`config.mk`:
```
export PLATFORM = sky130hd
export DESIGN_NAME = spi_phase_master
export DESIGN_NICKNAME = d
export VERILOG_FILES = /design/src/rtl/spi_phase_pkg.sv /design/src/rtl/spi_phase_ctrl.sv /design/src/rtl/spi_phase_dp.sv /design/src/rtl/spi_phase_master.sv
export SDC_FILE = /design/constraint.sdc
export NUM_CORES = 1
export LEC_CHECK = 0
export ABC_AREA = 1
export BUFFER_PORTS_ARGS = -buffer_cell sky130_fd_sc_hd__clkbuf_2
export CAP_MARGIN = 20
export CORE_AREA = 2 2 74 76
export DETAILED_ROUTE_END_ITERATION = 10
export DIE_AREA = 0 0 76 78
export HOLD_SLACK_MARGIN = 0.02
export SYNTH_ARGS = -nofsm -noshare
export SYNTH_HDL_FRONTEND = slang
export SYNTH_HIERARCHICAL = 1
export SYNTH_SLANG_ARGS = --single-unit
```
`constraint.sdc`:
```
create_clock -name clk -period 6.55 [get_ports clk]
set_input_delay 0.655 -clock clk [delete_from_list [all_inputs] [get_ports clk]]
set_output_delay 0.655 -clock clk [all_outputs]
set_load 0.01 [all_outputs]
```
`src/rtl/spi_phase_pkg.sv`:
```
package spi_phase_pkg;
  // Strobes from the control unit to the datapath
  typedef struct packed {
    logic load;    // fill transmit shifter from holding register
    logic shift;   // advance transmit shifter by one bit
    logic sample;  // capture miso (aligned with the registered sck edge)
    logic done;    // last bit captured, move byte to rxData
  } spiStrobe_t;
endpackage

```
`src/rtl/spi_phase_ctrl.sv`:
```
module spi_phase_ctrl
  import spi_phase_pkg::*;
#(
  parameter int DATA_W        = 8,
  parameter int DIV_SEL_W     = 2,
  parameter int BASE_DIV_LOG2 = 2
) (
  input  logic                 clk,
  input  logic                 rstN,
  input  logic                 ctrlWr,
  input  logic [DIV_SEL_W+1:0] ctrlData,
  input  logic                 txWr,
  output logic                 txEmpty,
  output spiStrobe_t           stb,
  output logic                 busLevel,
  output logic                 active,
  output logic                 cpol,
  output logic                 cpha
);
  localparam int BIT_W = $clog2(DATA_W);
  localparam int CNT_W = BASE_DIV_LOG2 - 1 + (1 << DIV_SEL_W) - 1;

  logic [DIV_SEL_W-1:0] divSel;
  logic [CNT_W-1:0]     preCnt;
  logic [CNT_W:0]       halfLen;
  logic                 sckInt;
  logic                 wrap, riseEv, fallEv;
  logic                 txPend;
  logic [BIT_W-1:0]     bitCnt;
  logic                 lastBit;
  logic                 sampleQ, doneQ;
  logic                 mask0, mask1;

  // Mode register
  always_ff @(posedge clk) begin
    if (!rstN) begin
      divSel <= '0;
      cpol   <= 1'b0;
      cpha   <= 1'b0;
    end else if (ctrlWr) begin
      divSel <= ctrlData[DIV_SEL_W-1:0];
      cpol   <= ctrlData[DIV_SEL_W];
      cpha   <= ctrlData[DIV_SEL_W+1];
    end
  end

  // Free-running internal serial clock
  always_comb begin
    halfLen = {{CNT_W{1'b0}}, 1'b1} << (BASE_DIV_LOG2 - 1 + 32'(divSel));
    wrap    = ({1'b0, preCnt} + (CNT_W+1)'(1)) >= halfLen;
    riseEv  = wrap & ~sckInt;
    fallEv  = wrap & sckInt;
  end

  always_ff @(posedge clk) begin
    if (!rstN) begin
      preCnt <= '0;
      sckInt <= 1'b0;
    end else if (wrap) begin
      preCnt <= '0;
      sckInt <= ~sckInt;
    end else begin
      preCnt <= preCnt + CNT_W'(1);
    end
  end

  // Control sequencing on internal clock events
  always_comb begin
    lastBit    = bitCnt == BIT_W'(DATA_W - 1);
    stb.load   = riseEv & txPend & (~active | lastBit);
    stb.shift  = riseEv & active & ~lastBit;
    stb.sample = sampleQ;
    stb.done   = doneQ;
    txEmpty    = ~txPend;
  end

  always_ff @(posedge clk) begin
    if (!rstN) begin
      txPend  <= 1'b0;
      active  <= 1'b0;
      bitCnt  <= '0;
      sampleQ <= 1'b0;
      doneQ   <= 1'b0;
    end else begin
      if (stb.load)            txPend <= 1'b0;
      else if (txWr && !txPend) txPend <= 1'b1;

      if (stb.shift) begin
        bitCnt <= bitCnt + BIT_W'(1);
      end else if (stb.load) begin
        active <= 1'b1;
        bitCnt <= '0;
      end else if (riseEv && active) begin
        active <= 1'b0;
      end

      sampleQ <= fallEv & active;
      doneQ   <= fallEv & active & lastBit;
    end
  end

  // Clock masks for the two phase variants
  always_comb begin
    mask0    = active & ~sckInt;
    mask1    = active & sckInt;
    busLevel = (cpha ? mask1 : mask0) ^ cpol;
  end

  assert_txempty_fall_R8: assert property (@(posedge clk) disable iff (!rstN)
    $fell(txEmpty) |-> $past(txWr));

  assert_strobe_excl_R4: assert property (@(posedge clk) disable iff (!rstN)
    stb.sample |-> !stb.load);
endmodule

```
`src/rtl/spi_phase_dp.sv`:
```
module spi_phase_dp
  import spi_phase_pkg::*;
#(
  parameter int DATA_W = 8
) (
  input  logic              clk,
  input  logic              rstN,
  input  spiStrobe_t        stb,
  input  logic              txWr,
  input  logic              txEmpty,
  input  logic [DATA_W-1:0] txData,
  input  logic              rdRx,
  input  logic              busLevel,
  input  logic              miso,
  output logic              sck,
  output logic              mosi,
  output logic [DATA_W-1:0] rxData,
  output logic              rxFull
);
  logic [DATA_W-1:0] txHold, txShift, rxShift;

  always_ff @(posedge clk) begin
    if (!rstN) begin
      txHold  <= '0;
      txShift <= '0;
      rxShift <= '0;
      rxData  <= '0;
      rxFull  <= 1'b0;
      sck     <= 1'b0;
      mosi    <= 1'b0;
    end else begin
      if (txWr && txEmpty) txHold <= txData;

      if (stb.load)       txShift <= txHold;
      else if (stb.shift) txShift <= {txShift[DATA_W-2:0], 1'b0};

      if (stb.sample) rxShift <= {rxShift[DATA_W-2:0], miso};

      if (stb.done) begin
        rxData <= {rxShift[DATA_W-2:0], miso};
        rxFull <= 1'b1;
      end else if (rdRx) begin
        rxFull <= 1'b0;
      end

      // Retime clock and data by the same single system clock
      sck  <= busLevel;
      mosi <= txShift[DATA_W-1];
    end
  end

  assert_rxfull_rise_R7: assert property (@(posedge clk) disable iff (!rstN)
    $rose(rxFull) |-> $past(stb.done));

  assert_rxfull_clear_R7: assert property (@(posedge clk) disable iff (!rstN)
    ($past(rdRx) && !$past(stb.done)) |-> !rxFull);
endmodule

```
`src/rtl/spi_phase_master.sv`:
```
module spi_phase_master
  import spi_phase_pkg::*;
#(
  parameter int DATA_W        = 8,
  parameter int DIV_SEL_W     = 2,
  parameter int BASE_DIV_LOG2 = 2
) (
  input  logic              clk,
  input  logic              rstN,
  input  logic              hostCtrlWr,
  input  logic              hostTxWr,
  input  logic              hostRxRd,
  input  logic [DATA_W-1:0] hostWdata,
  output logic [DATA_W-1:0] rxData,
  output logic              rxFull,
  output logic              txEmpty,
  output logic              sck,
  output logic              mosi,
  input  logic              miso
);
  spiStrobe_t stb;
  logic busLevel, active, cpol, cpha;

  spi_phase_ctrl #(
    .DATA_W(DATA_W), .DIV_SEL_W(DIV_SEL_W), .BASE_DIV_LOG2(BASE_DIV_LOG2)
  ) ctrl_i (
    .clk(clk), .rstN(rstN), .ctrlWr(hostCtrlWr),
    .ctrlData(hostWdata[DIV_SEL_W+1:0]), .txWr(hostTxWr),
    .txEmpty(txEmpty), .stb(stb), .busLevel(busLevel),
    .active(active), .cpol(cpol), .cpha(cpha)
  );

  spi_phase_dp #(.DATA_W(DATA_W)) dp_i (
    .clk(clk), .rstN(rstN), .stb(stb), .txWr(hostTxWr), .txEmpty(txEmpty),
    .txData(hostWdata), .rdRx(hostRxRd), .busLevel(busLevel), .miso(miso),
    .sck(sck), .mosi(mosi), .rxData(rxData), .rxFull(rxFull)
  );

  assert_idle_level_R3: assert property (@(posedge clk) disable iff (!rstN)
    (!$past(active) && $stable(cpol)) |-> (sck == cpol));

  assert_mosi_stable_R5: assert property (@(posedge clk) disable iff (!rstN)
    ((sck != $past(sck)) && (sck == (cpol == cpha)) && $stable(cpol) && $past(active))
      |-> $stable(mosi));
endmodule

```
; ---- Yosys cells after proc, flatten, opt, wreduce, memory -nomap -nowiden
; Index checks and enable logic that the tools add are counted.
[classes]
n_bitwise = 18
reduce_logical = 10
add_sub_neg = 4
mux = 9
order_cmp = 1
n_eq_ne = 1
n_shift = 1
[op_table]
columns = cell, n
row1 = left shift 1 x 32 -> 5 bit (first input constant), 1
row2 = two-way mux 8 bit, 2
row3 = AND 1 bit, 10
row4 = two-way mux 3 bit, 2
row5 = NOT 1 bit, 6
row6 = nonzero test 2 bit, 3
row7 = adder 4 x 1 -> 5 bit (second input constant), 1
row8 = >= comparator 5 bit, 1
row9 = two-way mux 1 bit, 5
row10 = adder 4 x 1 -> 4 bit (second input constant), 1
row11 = OR reduction 2 bit, 2
row12 = adder 1 x 2 -> 3 bit (first input constant), 1
row13 = adder 3 x 1 -> 3 bit (second input constant), 1
row14 = == test 3 bit (second input constant), 1
row15 = logical AND 1 bit, 3
row16 = AND reduction 2 bit, 1
row17 = logical NOT 1 bit, 1
row18 = OR 1 bit, 1
row19 = XOR 1 bit, 1
[totals]
in_bits = 14
reg_bits = 50
elab_cells = 61
out_inout_bits = 12

; ---- Logic depth before layout (Yosys ltp)
; Gate-level depths: netlist (run 1).
[depth]
depth_word = 8
ltp_mapped = 16
depth_no_buf = 16

; ---- Cells and area by module
; The synthesis (run 1) kept the hierarchy.
[by_module_without_submodules]
columns = module, cells_each, instances, area_each_um2, seq_area_each_um2
row1 = spi_phase_dp, 156, 1, 1206.2, 680.7
row2 = spi_phase_ctrl, 109, 1, 802.0, 320.3

; ---- Least setup slack after synthesis (run 1)
; No wires, ideal clock.
[synth_path]
path_type = register to register
startpoint = reg ctrl_i.preCnt[0]
endpoint = reg dp_i.txShift[2]
slack_ns = 4.474
synth_period_minus_slack_ns = 2.076
required_time_ns = 6.432
arrival_time_ns = 1.958
path_stages_with_launch = 15
setup_time_ns = 0.118
path_buffers = 0
path_cell_list = dfxtp_1 ha_1 nor2_1 nor2_1 ha_1 nand2_1 nand2_1 nand2_1 nand3_2 nand4_1 inv_1 nor2_1 inv_2 o21ai_0 nor2_1
[synth_lines]
columns = item, line
row1 = from (decl), spi_phase_ctrl.sv:24  ; logic [CNT_W-1:0] preCnt;
row2 = from (signal assigned), spi_phase_ctrl.sv:63  ; preCnt <= preCnt + CNT_W'(1);
row3 = to (signal assigned), spi_phase_dp.sv:34  ; if (stb.load) txShift <= txHold;
row4 = to (signal assigned), spi_phase_dp.sv:35  ; else if (stb.shift) txShift <= {txShift[DATA_W-2:0], 1'b0};
row5 = to (decl), spi_phase_dp.sv:20  ; logic [DATA_W-1:0] txHold, txShift, rxShift;

==> metrics, run 1 <==
starting density of the core 39.83%; Final period util 37.23%; vias in the first global route 1490; DRT Wirelength 3701 um; Power Density 315.8 mW/mm^2; Gate power share 23.3%; Max Clock Freq 410.0 MHz; antenna violations before repair 0; GRT Overall Usage 13.83%; Crit Path Max Fanout 15; worst relative slew slack 60.37%; core area 0.005042 mm^2; n_diodes 0; switching part of the total 33.84%; Worst setup SP type flip-flop; Min-Delay Path Class reg2reg; crit-path cells ha_1 -> nor2_1 -> nor2_1 -> ha_1 -> nand2_1 -> nand2_1 -> nand2_1 -> nand3_2 -> nand4_1 -> inv_1 -> nor2_1 -> inv_2 -> o21ai_0 -> nor2_1; final slew viol count 0; grt total ovfl 0; number of buffers created by CTS 5; Die ar. 0.005928 mm^2; leakage power total 1.115 nW; Critical Path Most Common Cell nor2_1; Worst-Skew Late Latency 310 ps; DRC viols 0; outcome completed; antenna viol nets, final 0; Worst Path Arrival 2650 ps; DR iter-0 viols 86; WP data required 6760 ps; CP top delay family simple AND/OR/NAND/NOR gates; Psw 0.2440 mW; die height 78 um; endpoints failing setup 0; share of the yosys chip area belonging to registers 49.84%; post-layout min period 2439 ps; synthesized cell area 0.002008 mm^2; Die X-Extent 76 um; Synthesized Nets 287; Synth Area per Inst 7.578 um^2; drt pass-1 iters 4; slowest stage delay, CP 340 ps; Final Hold Vio Count 0; Max clock buf depth 2; final net count 313; Worst Path Buf+Inv 2; area grow syn2layout 13.71%; RSZ-0062 raised after global routing no; CTS Hold Bufs 0; Buffers on Ports 25; share of cells above drive strength 1 12.67%; row cnt 26; Cells after Synth 265; Filler cells 532; Setup Skew 12.27 ps; Syn. warnings 6; post-CTS setup buffers 0; Yosys cell types 20; clock-pin slew on the worst setup and hold paths 100 ps; register share of total power 50.1%; post-DP HPWL 2659 um; drt via density 4.575; maxcap violations 0; DR vias 1656; worst slew pin tran 594.4 ps; Wirelength per Cell 10.22 um; CP Capture Type flip-flop; Seq cells post-synth 50; H-Tree Level Count 2; CTS root buf clkbuf_8; Crit-path slowest cell dfxtp_1; Final Non-Filler Cells 362; CTS Sinks 50; Post-Place Cells 354; first-pass GRT wire length 6568 um; number of gates resized after cts 0; total internal power 0.4770 mW; setup_tns 0 ps; TritonCTS clock tree yes; clock power share 26.5%; pin count of the biggest net entering global routing 36; peak supply drop 149.5 uV; global placement routability congestion 0.7951; num ports 26; CP Class reg2reg
registers in the layout, summed over array words and instances, names as in the netlist:
register        cells
ctrl_i/cpol         1
dp_i/rxFull         1
dp_i/rxData         8
ctrl_i/sckInt       1
dp_i/rxShift        7
dp_i/mosi           1
ctrl_i/sampleQ      1
dp_i/txShift        8
ctrl_i/preCnt       4
dp_i/txHold         8
ctrl_i/doneQ        1
ctrl_i/bitCnt       3
ctrl_i/active       1
ctrl_i/cpha         1
ctrl_i/divSel       2
ctrl_i/txPend       1
dp_i/sck            1
placed cells by master (no fill, tap or decap), types with 2 or more instances in the layout:
cell type	Yosys	layout
nor3_1	7	7
dfxtp_1	50	50
nand2_1	31	31
a21oi_1	20	20
nor2_1	58	58
nand4_1	3	3
clkbuf_8	0	5
clkbuf_2	1	25
clkinv_4	0	2
ha_1	8	8
inv_1	33	33
o21ai_0	35	35
nand3_1	4	4
o211ai_1	2	2
inv_2	3	3
path summary, 6_finish.rpt:
| kind | cells past startpoint | slack, ps | startpoint | to |
|---|---|---|---|---|
| worst max-delay path | 14 | 4110 | ctrl_i/preCnt[0] | dp_i/txShift[2] |
| worst min register to register | 2 | 440 | dp_i/txShift[7] | dp_i/mosi |
| worst max register to register | 14 | 4110 | ctrl_i/preCnt[0] | dp_i/txShift[2] |
| worst min-delay path | 2 | 440 | dp_i/txShift[7] | dp_i/mosi |
cell families (layout without fill, tap and decap cells):
family,Yosys count,after routing,share of synthesized area [%]
xor gates and xnor gates,2,2,0.8724
buffers and inverters,42,69,8.473
and+or+nand+nor,104,104,20.81
DFF,50,50,49.84
AOI/OAI and AO/OA,58,58,14.83
other,1,1,0.1867
adders and majority gates,8,8,4.985
worst min-delay path: stages, from the launching register on:
cell and delay, ps:
dfxtp_1 310, nand2_1 60, inv_1 40
synth_stat cells:
cell / number / area (um^2)
conb_1: 1 / 3.750
clkbuf_2: 1 / 5.000
dfxtp_1: 50 / 1001
o211ai_1: 2 / 15.01
a22oi_1: 1 / 7.510
nand2_1: 31 / 116.4
nand3_2: 1 / 10.01
inv_1: 33 / 123.9
inv_2: 3 / 11.26
nand3_1: 4 / 20.02
nor2_1: 58 / 217.7
o21ai_0: 35 / 175.2
xor2_1: 1 / 8.760
xnor2_1: 1 / 8.760
buf_2: 3 / 15.01
ha_1: 8 / 100.1
a21oi_1: 20 / 100.1
buf_4: 2 / 15.01
nand4_1: 3 / 18.77
nor3_1: 7 / 35.03
through the flow:
step	cell area (um^2)	utilization [%]	setup WS [ps]	power (mW)	hold slack, ps
3_3_place_gp	2186	43.35	4208	0.5333	421.4
2_1_floorplan	2008	-	4474	0.4972	399.2
4_1_cts	2283	45.29	4105	0.7285	447.9
3_5_place_dp	2186	43.35	4099	0.5365	423.0
5_1_grt	2283	45.29	3802	0.7797	471.3
6_report	2283	45.29	4111	0.7210	444.8
power by group through the flow:
stage / sequential [mW] / combinational (mW) / clock (mW)
finish: 0.361 / 0.168 / 0.191
CTS: 0.361 / 0.169 / 0.198
global placement: 0.368 / 0.165 / 0
floorplan: 0.364 / 0.133 / 0
detailed placement: 0.367 / 0.169 / 0
global route: 0.367 / 0.202 / 0.211
layer usage:
metal	up-vias	global-route usage [%]	share of wire, %	wire [um]
met2	33	21.07	41	1510
li1	897	-	-	-
met1	720	18.62	54	1988
met5	-	0	0	0
met3	6	3.140	3.8	141
met4	0	6.545	1.6	61
area by class of cell:
cell class	instances	area, um^2	area share, %
clock buffer	5	68.82	3.014
multi-input combinational	173	837.1	36.66
sequential	50	1001	43.84
clock inverter	3	28.78	1.260
timing repair buffer	25	125.1	5.479
inverter	36	135.1	5.918
tap	70	87.58	3.836
(Power assumes the default switching activity.)
==> run 2: changes to the inputs <==
clock period = 2.3 ns   (was 6.55 ns; I/O delays follow)
==> run 2 against run 1 <==
Compared with the run above:
- non-clock buffer count increased by 4
- cell count increased by 1.1%
- clock skew decreased by 4.7 ps
- flip-flop and latch count unchanged
- global-route usage increased by 0.21 points
==> metrics, run 2 (synthesis results as in run 1) <==
post-layout min period 2125 ps; core area 0.005042 mm^2; Wirelength per Cell 10.23 um; drt via density 4.587; Die X-Extent 76 um; overall power 2.071 mW; Filler cells 534; CTS Sinks 50; Die ar. 0.005928 mm^2; Worst Path Arrival 2360 ps; Place WS 123.5 ps; Hold WS 169.2 ps; die height 78 um; Final Non-Filler Cells 366; Psw 0.6767 mW; CP Capture Type flip-flop; share of cells above drive strength 1 14.86%; Crit Path Max Fanout 10; area grow syn2layout 15.02%; Max clock buf depth 2; Worst setup SP type flip-flop; hold path start hostRxRd; num ports 26; first-pass GRT wire length 6768 um; row cnt 26; DR vias 1679; Largest regs dp_i/rxData: 8 flops, dp_i/txHold: 8 flops, dp_i/txShift: 8 flops; clock power share 24.0%; peak supply drop 519.6 uV; CTS root buf clkbuf_8; TritonCTS clock tree yes; switching part of the total 32.68%; total internal power 1.394 mW; n_diodes 0; worst relative slew slack 58.63%; pin count of the biggest net entering global routing 36; H-Tree Level Count 2; Setup Skew 7.533 ps; drt pass-1 iters 4; Max Clock Freq 470.5 MHz; Worst Setup SP ctrl_i/preCnt[0]; register share of total power 49.9%; maxcap violations 0; CP Class reg2reg; Final Hold Vio Count 0; starting density of the core 39.83%; final net count 317; CTS Hold Bufs 0; FF-to-FF Start ctrl_i/preCnt[0]; Power Density 896.5 mW/mm^2; outcome completed; endpoints failing setup 0; Min-Delay Path Class in2reg; WP data required 2530 ps; final slew viol count 0; global placement routability congestion 0.8308; commonest non-fill, non-tap cell in the layout nor2_1; vias in the first global route 1593; DRC viols 0; Buffers on Ports 25; DR iter-0 viols 61; number of buffers created by CTS 5; antenna violations before repair 0; clock-pin slew on the worst setup and hold paths 90 ps; Final period util 92.41%; worst slew pin tran 620.5 ps; Gate power share 26.0%; worst setup margin 174.6 ps; grt total ovfl 0; Worst-Skew Late Latency 290 ps; leakage power total 1.126 nW; post-DP HPWL 2653 um; GRT Overall Usage 14.04%; Post-Place Cells 357; DRT Wirelength 3743 um; most used cells in the layout excluding fill and tap cells nor2_1, dfxtp_1, o21ai_0, inv_1, nand2_1; antenna viol nets, final 0
## run 2: cell types whose count changed in the layout (fill, tap and decap cells not counted)
cell,before,now
buf_4,0,4
clkinv_2,0,1
clkinv_4,2,1
clkinvlp_4,0,1
dfxtp_1,50,49
dfxtp_2,0,1
inv_1,33,32
inv_2,3,4
inv_8,1,0
nor2_1,58,57
nor2_2,0,1
o21ai_0,35,34
o21ai_1,0,1
## run 2: metal layers
metal | global-route usage [%] | part of all wire [%]
met3 | 3.837 | 4.6
met1 | 17.99 | 50
met4 | 5.273 | 0.77
met5 | 0 | 0
met2 | 22.68 | 44
## run 2: worst paths after layout
path                                   endpoint  slack [ps]  cells after the start
worst max-delay path            dp_i/txShift[3]         170                     14
worst min-delay path                dp_i/rxFull         170                      4
worst min register to register        dp_i/mosi         440                      2
worst max register to register  dp_i/txShift[3]         170                     14
## run 2: layout make-up
class | count | area, um^2 | share of cell area, %
inverter | 36 | 135.1 | 5.850
clock inverter | 3 | 21.27 | 0.9209
clock buffer | 5 | 68.82 | 2.979
multi-input combinational | 173 | 839.6 | 36.35
timing repair buffer | 29 | 155.1 | 6.717
sequential | 50 | 1002 | 43.39
tap | 70 | 87.58 | 3.792
## run 2: what timing repair did
| item | 4_1_cts | 5_1_grt |
|---|---|---|
| setup endpoints to repair | 0 | 7 |
| buffers inserted | 0 | 1 |
| resized for setup | 0 | 4 |
## run 2: critical path, stage by stage, from the launching register on
cell and delay [ps]:
dfxtp_2 340, ha_1 210, nor2_1 140, nor2_1 70
ha_1 300, nand2_1 60, nand2_1 40, nand2_1 60
nand3_2 100, nand4_1 130, inv_2 80, buf_4 170
a21oi_1 150, o21ai_0 110, nor2_1 100
## run 2: power by group through the flow
stage                     registers [mW]  logic [mW]  clock network [mW]
final                               1.03       0.539               0.498
after global routing                1.05       0.634               0.558
after CTS                           1.03       0.524               0.524
after detailed placement            1.05       0.521                   0
after global placement              1.05       0.517                   0
after floorplan                     1.04       0.378                   0
## run 2: stage by stage
| stage | cell area, um^2 | util, % | TNS (ps) |
|---|---|---|---|
| after floorplan | 2008 | - | 0 |
| after CTS | 2298 | 45.58 | 0 |
| after global placement | 2208 | 43.80 | 0 |
| final | 2310 | 45.81 | 0 |
| after detailed placement | 2208 | 43.80 | 0 |
| after global routing | 2310 | 45.81 | -11.75 |
==> run 3: changes to the inputs <==
ABC_AREA = not set   (was 1)
CORE_AREA = 5 5 81 83   (was 2 2 74 76)
DIE_AREA = 0 0 86 88   (was 0 0 76 78)
==> run 3 against run 2 <==
Compared with the run above:
- the run now ends with negative setup slack left
- fmax shrank 11%
- clock skew fell by 1.6 ps
- die area grew 28%
- combinational power grew 11%
- core utilization down 1.1 points
- largest cell class is now multi-input combinational cells
==> metrics, run 3 <==
DR vias 1496; Worst setup SP type flip-flop; Die X-Extent 86 um; Buffers on Ports 25; Min-Delay Path Class in2reg; Max Used Layer met4; worst relative slew slack 56.90%; final slew viol count 0; Wirelength per Cell 11.82 um; Worst-Skew Late Latency 300 ps; Final Non-Filler Cells 319; Power Density 871.0 mW/mm^2; starting density of the core 38.44%; area grow syn2layout 16.27%; DRT Wirelength 3772 um; peak supply drop 390.6 uV; placed inst area 0.002455 mm^2; pin count of the biggest net entering global routing 36; endpoints failing setup 7; Max Clock Freq 419.5 MHz; routed wire length on met3 178 um; global placement routability congestion 0.6584; outcome finished, violations left; synth top area cells dfxtp_1, mux2i_1, nor2b_1; Crit-path slowest cell or3_4; CTS root buf clkbuf_8; WP data required 2500 ps; first-pass GRT wire length 6686 um; worst setup margin -83.52 ps; number of buffers created by CTS 5; Synthesized Nets 236; drt pass-1 iters 4; setup_tns -559.4 ps; Finished Cell Area 0.002584 mm^2; overall power 2.250 mW; Yosys cell types 35; antenna viol nets, final 0; H-Tree Level Count 2; Final period util 103.6%; CTS Sinks 50; vias in the first global route 1487; commonest non-fill, non-tap cell in the layout dfxtp_1; die height 88 um; DR iter-0 viols 63; grt total ovfl 0; drt via density 4.690; row cnt 28; Setup Skew 5.941 ps; Worst Path Buf+Inv 1; async set-reset flop share out of synthesis 0%; CP Class reg2reg; Synth top area share 45.05%; Largest regs dp_i/rxData: 8 flops, dp_i/txHold: 8 flops, dp_i/txShift: 8 flops; post-DP HPWL 2635 um; Die ar. 0.007568 mm^2; Crit Path Max Fanout 8; Commonest cells post-synth dfxtp_1, nor2b_1, mux2i_1; slowest stage delay, CP 370 ps; Post-synth EDFFs 0; maxcap violations 0; met2 wire len 1621 um; RSZ-0062 raised after global routing yes; share of cells above drive strength 1 23.77%; Syn. warnings 6; leakage power total 1.150 nW; Final Hold Vio Count 0; Filler cells 574; clock-pin slew on the worst setup and hold paths 90 ps; Cells after Synth 214; GRT Overall Usage 10.94%; core area 0.005781 mm^2; share of the yosys chip area belonging to registers 45.05%; post-layout min period 2384 ps; Hold WS 213.8 ps; n_diodes 0; final net count 265; Met1 Wirelength 1942 um; antenna violations before repair 0; num ports 26; leading area contributor after synthesis dfxtp_1; Post-Place Cells 310; Synth Area per Inst 10.38 um^2; TritonCTS clock tree yes; crit-path cells ha_4 -> xor2_1 -> ha_1 -> a21o_1 -> a31oi_1 -> o21a_1 -> or3_4 -> inv_8 -> mux2_4 -> o211a_1; Max clock buf depth 2; ys flop type dfxtp_1; Seq cells post-synth 50; worst slew pin tran 646.6 ps; synthesized cell area 0.002222 mm^2; DRC viols 0; failing checks negative setup slack; CP top delay family compound AO/OA/AOI/OAI gates; CP Capture Type flip-flop; count leader, synth dfxtp_1; Worst Path Arrival 2580 ps; most used cells in the layout excluding fill and tap cells dfxtp_1, clkbuf_2, nor2b_1, mux2i_1, and3_1
[run 3: cell types whose count changed after synthesis, moves of 13 or more]
cell | before | now
nor2b_1 | 0 | 22
o21ai_0 | 35 | 1
nand2_1 | 31 | 12
a21oi_1 | 20 | 3
and3_1 | 0 | 13
inv_1 | 33 | 2
nor2_1 | 58 | 2
mux2i_1 | 0 | 19
[run 3: tightest hold or removal path: stages]
cell,delay [ps]
clkbuf_2,90
mux2i_1,60
nor2b_1,90
[run 3: cells by family (layout without fill, tap and decap cells)]
| logic type | Yosys count | after routing | synth area share, % |
|---|---|---|---|
| and+or+nand+nor | 70 | 70 | 18.47 |
| DFF | 50 | 50 | 45.05 |
| AOI/OAI and AO/OA | 39 | 39 | 13.23 |
| muxes | 26 | 26 | 13.29 |
| buffers and inverters | 16 | 46 | 3.716 |
| adders and majority gates | 8 | 8 | 4.505 |
| xor gates and xnor gates | 4 | 4 | 1.577 |
| other | 1 | 1 | 0.1688 |
[run 3: area by class of cell]
cell class | count | area [um^2] | area share (%)
repair buffers | 36 | 207.7 | 8.039
inverters | 2 | 15.01 | 0.5811
clock inverters | 3 | 43.79 | 1.695
well taps | 75 | 93.84 | 3.632
clock buffers | 5 | 68.82 | 2.663
flip-flops and latches | 50 | 1003 | 38.84
multi-input cells | 148 | 1151 | 44.55
[run 3: path summary, 6_finish.rpt]
check | slack [ps] | from | end | cells past startpoint
max reg2reg | -80 | ctrl_i/preCnt[0] | dp_i/txShift[5] | 10
max | -80 | ctrl_i/preCnt[0] | dp_i/txShift[5] | 10
min reg2reg | 460 | dp_i/txHold[0] | dp_i/txShift[0] | 2
min | 210 | hostWdata[3] | ctrl_i/cpha | 3
[run 3: layer usage]
metal	up-vias	GRT usage (%)
met4	0	4.173
met1	673	14.17
li1	792	-
met2	29	17.17
met3	2	3.293
met5	-	0
[run 3: timing repair]
| item | CTS | global route |
|---|---|---|
| setup endpoints to repair | 8 | 8 |
| setup buffers | 1 | 0 |
| resized for setup | 4 | 0 |
| hold buffers | 0 | 0 |
[run 3: per-stage QoR]
step                setup WS (ps)  util (%)
floorplan                  -114.2         -
global placement           -136.3     42.47
detailed placement         -172.6     42.47
CTS                        -95.39     44.70
global route               -210.1     44.70
finish                     -83.52     44.70
[run 3: power by group]
group | total (mW) | leakage (nW) | internal (mW) | switching [mW]
Combinational | 0.600 | 0.684 | 0.332 | 0.268
Clock | 0.612 | 0.0585 | 0.326 | 0.286
Sequential | 1.04 | 0.407 | 0.969 | 0.0699
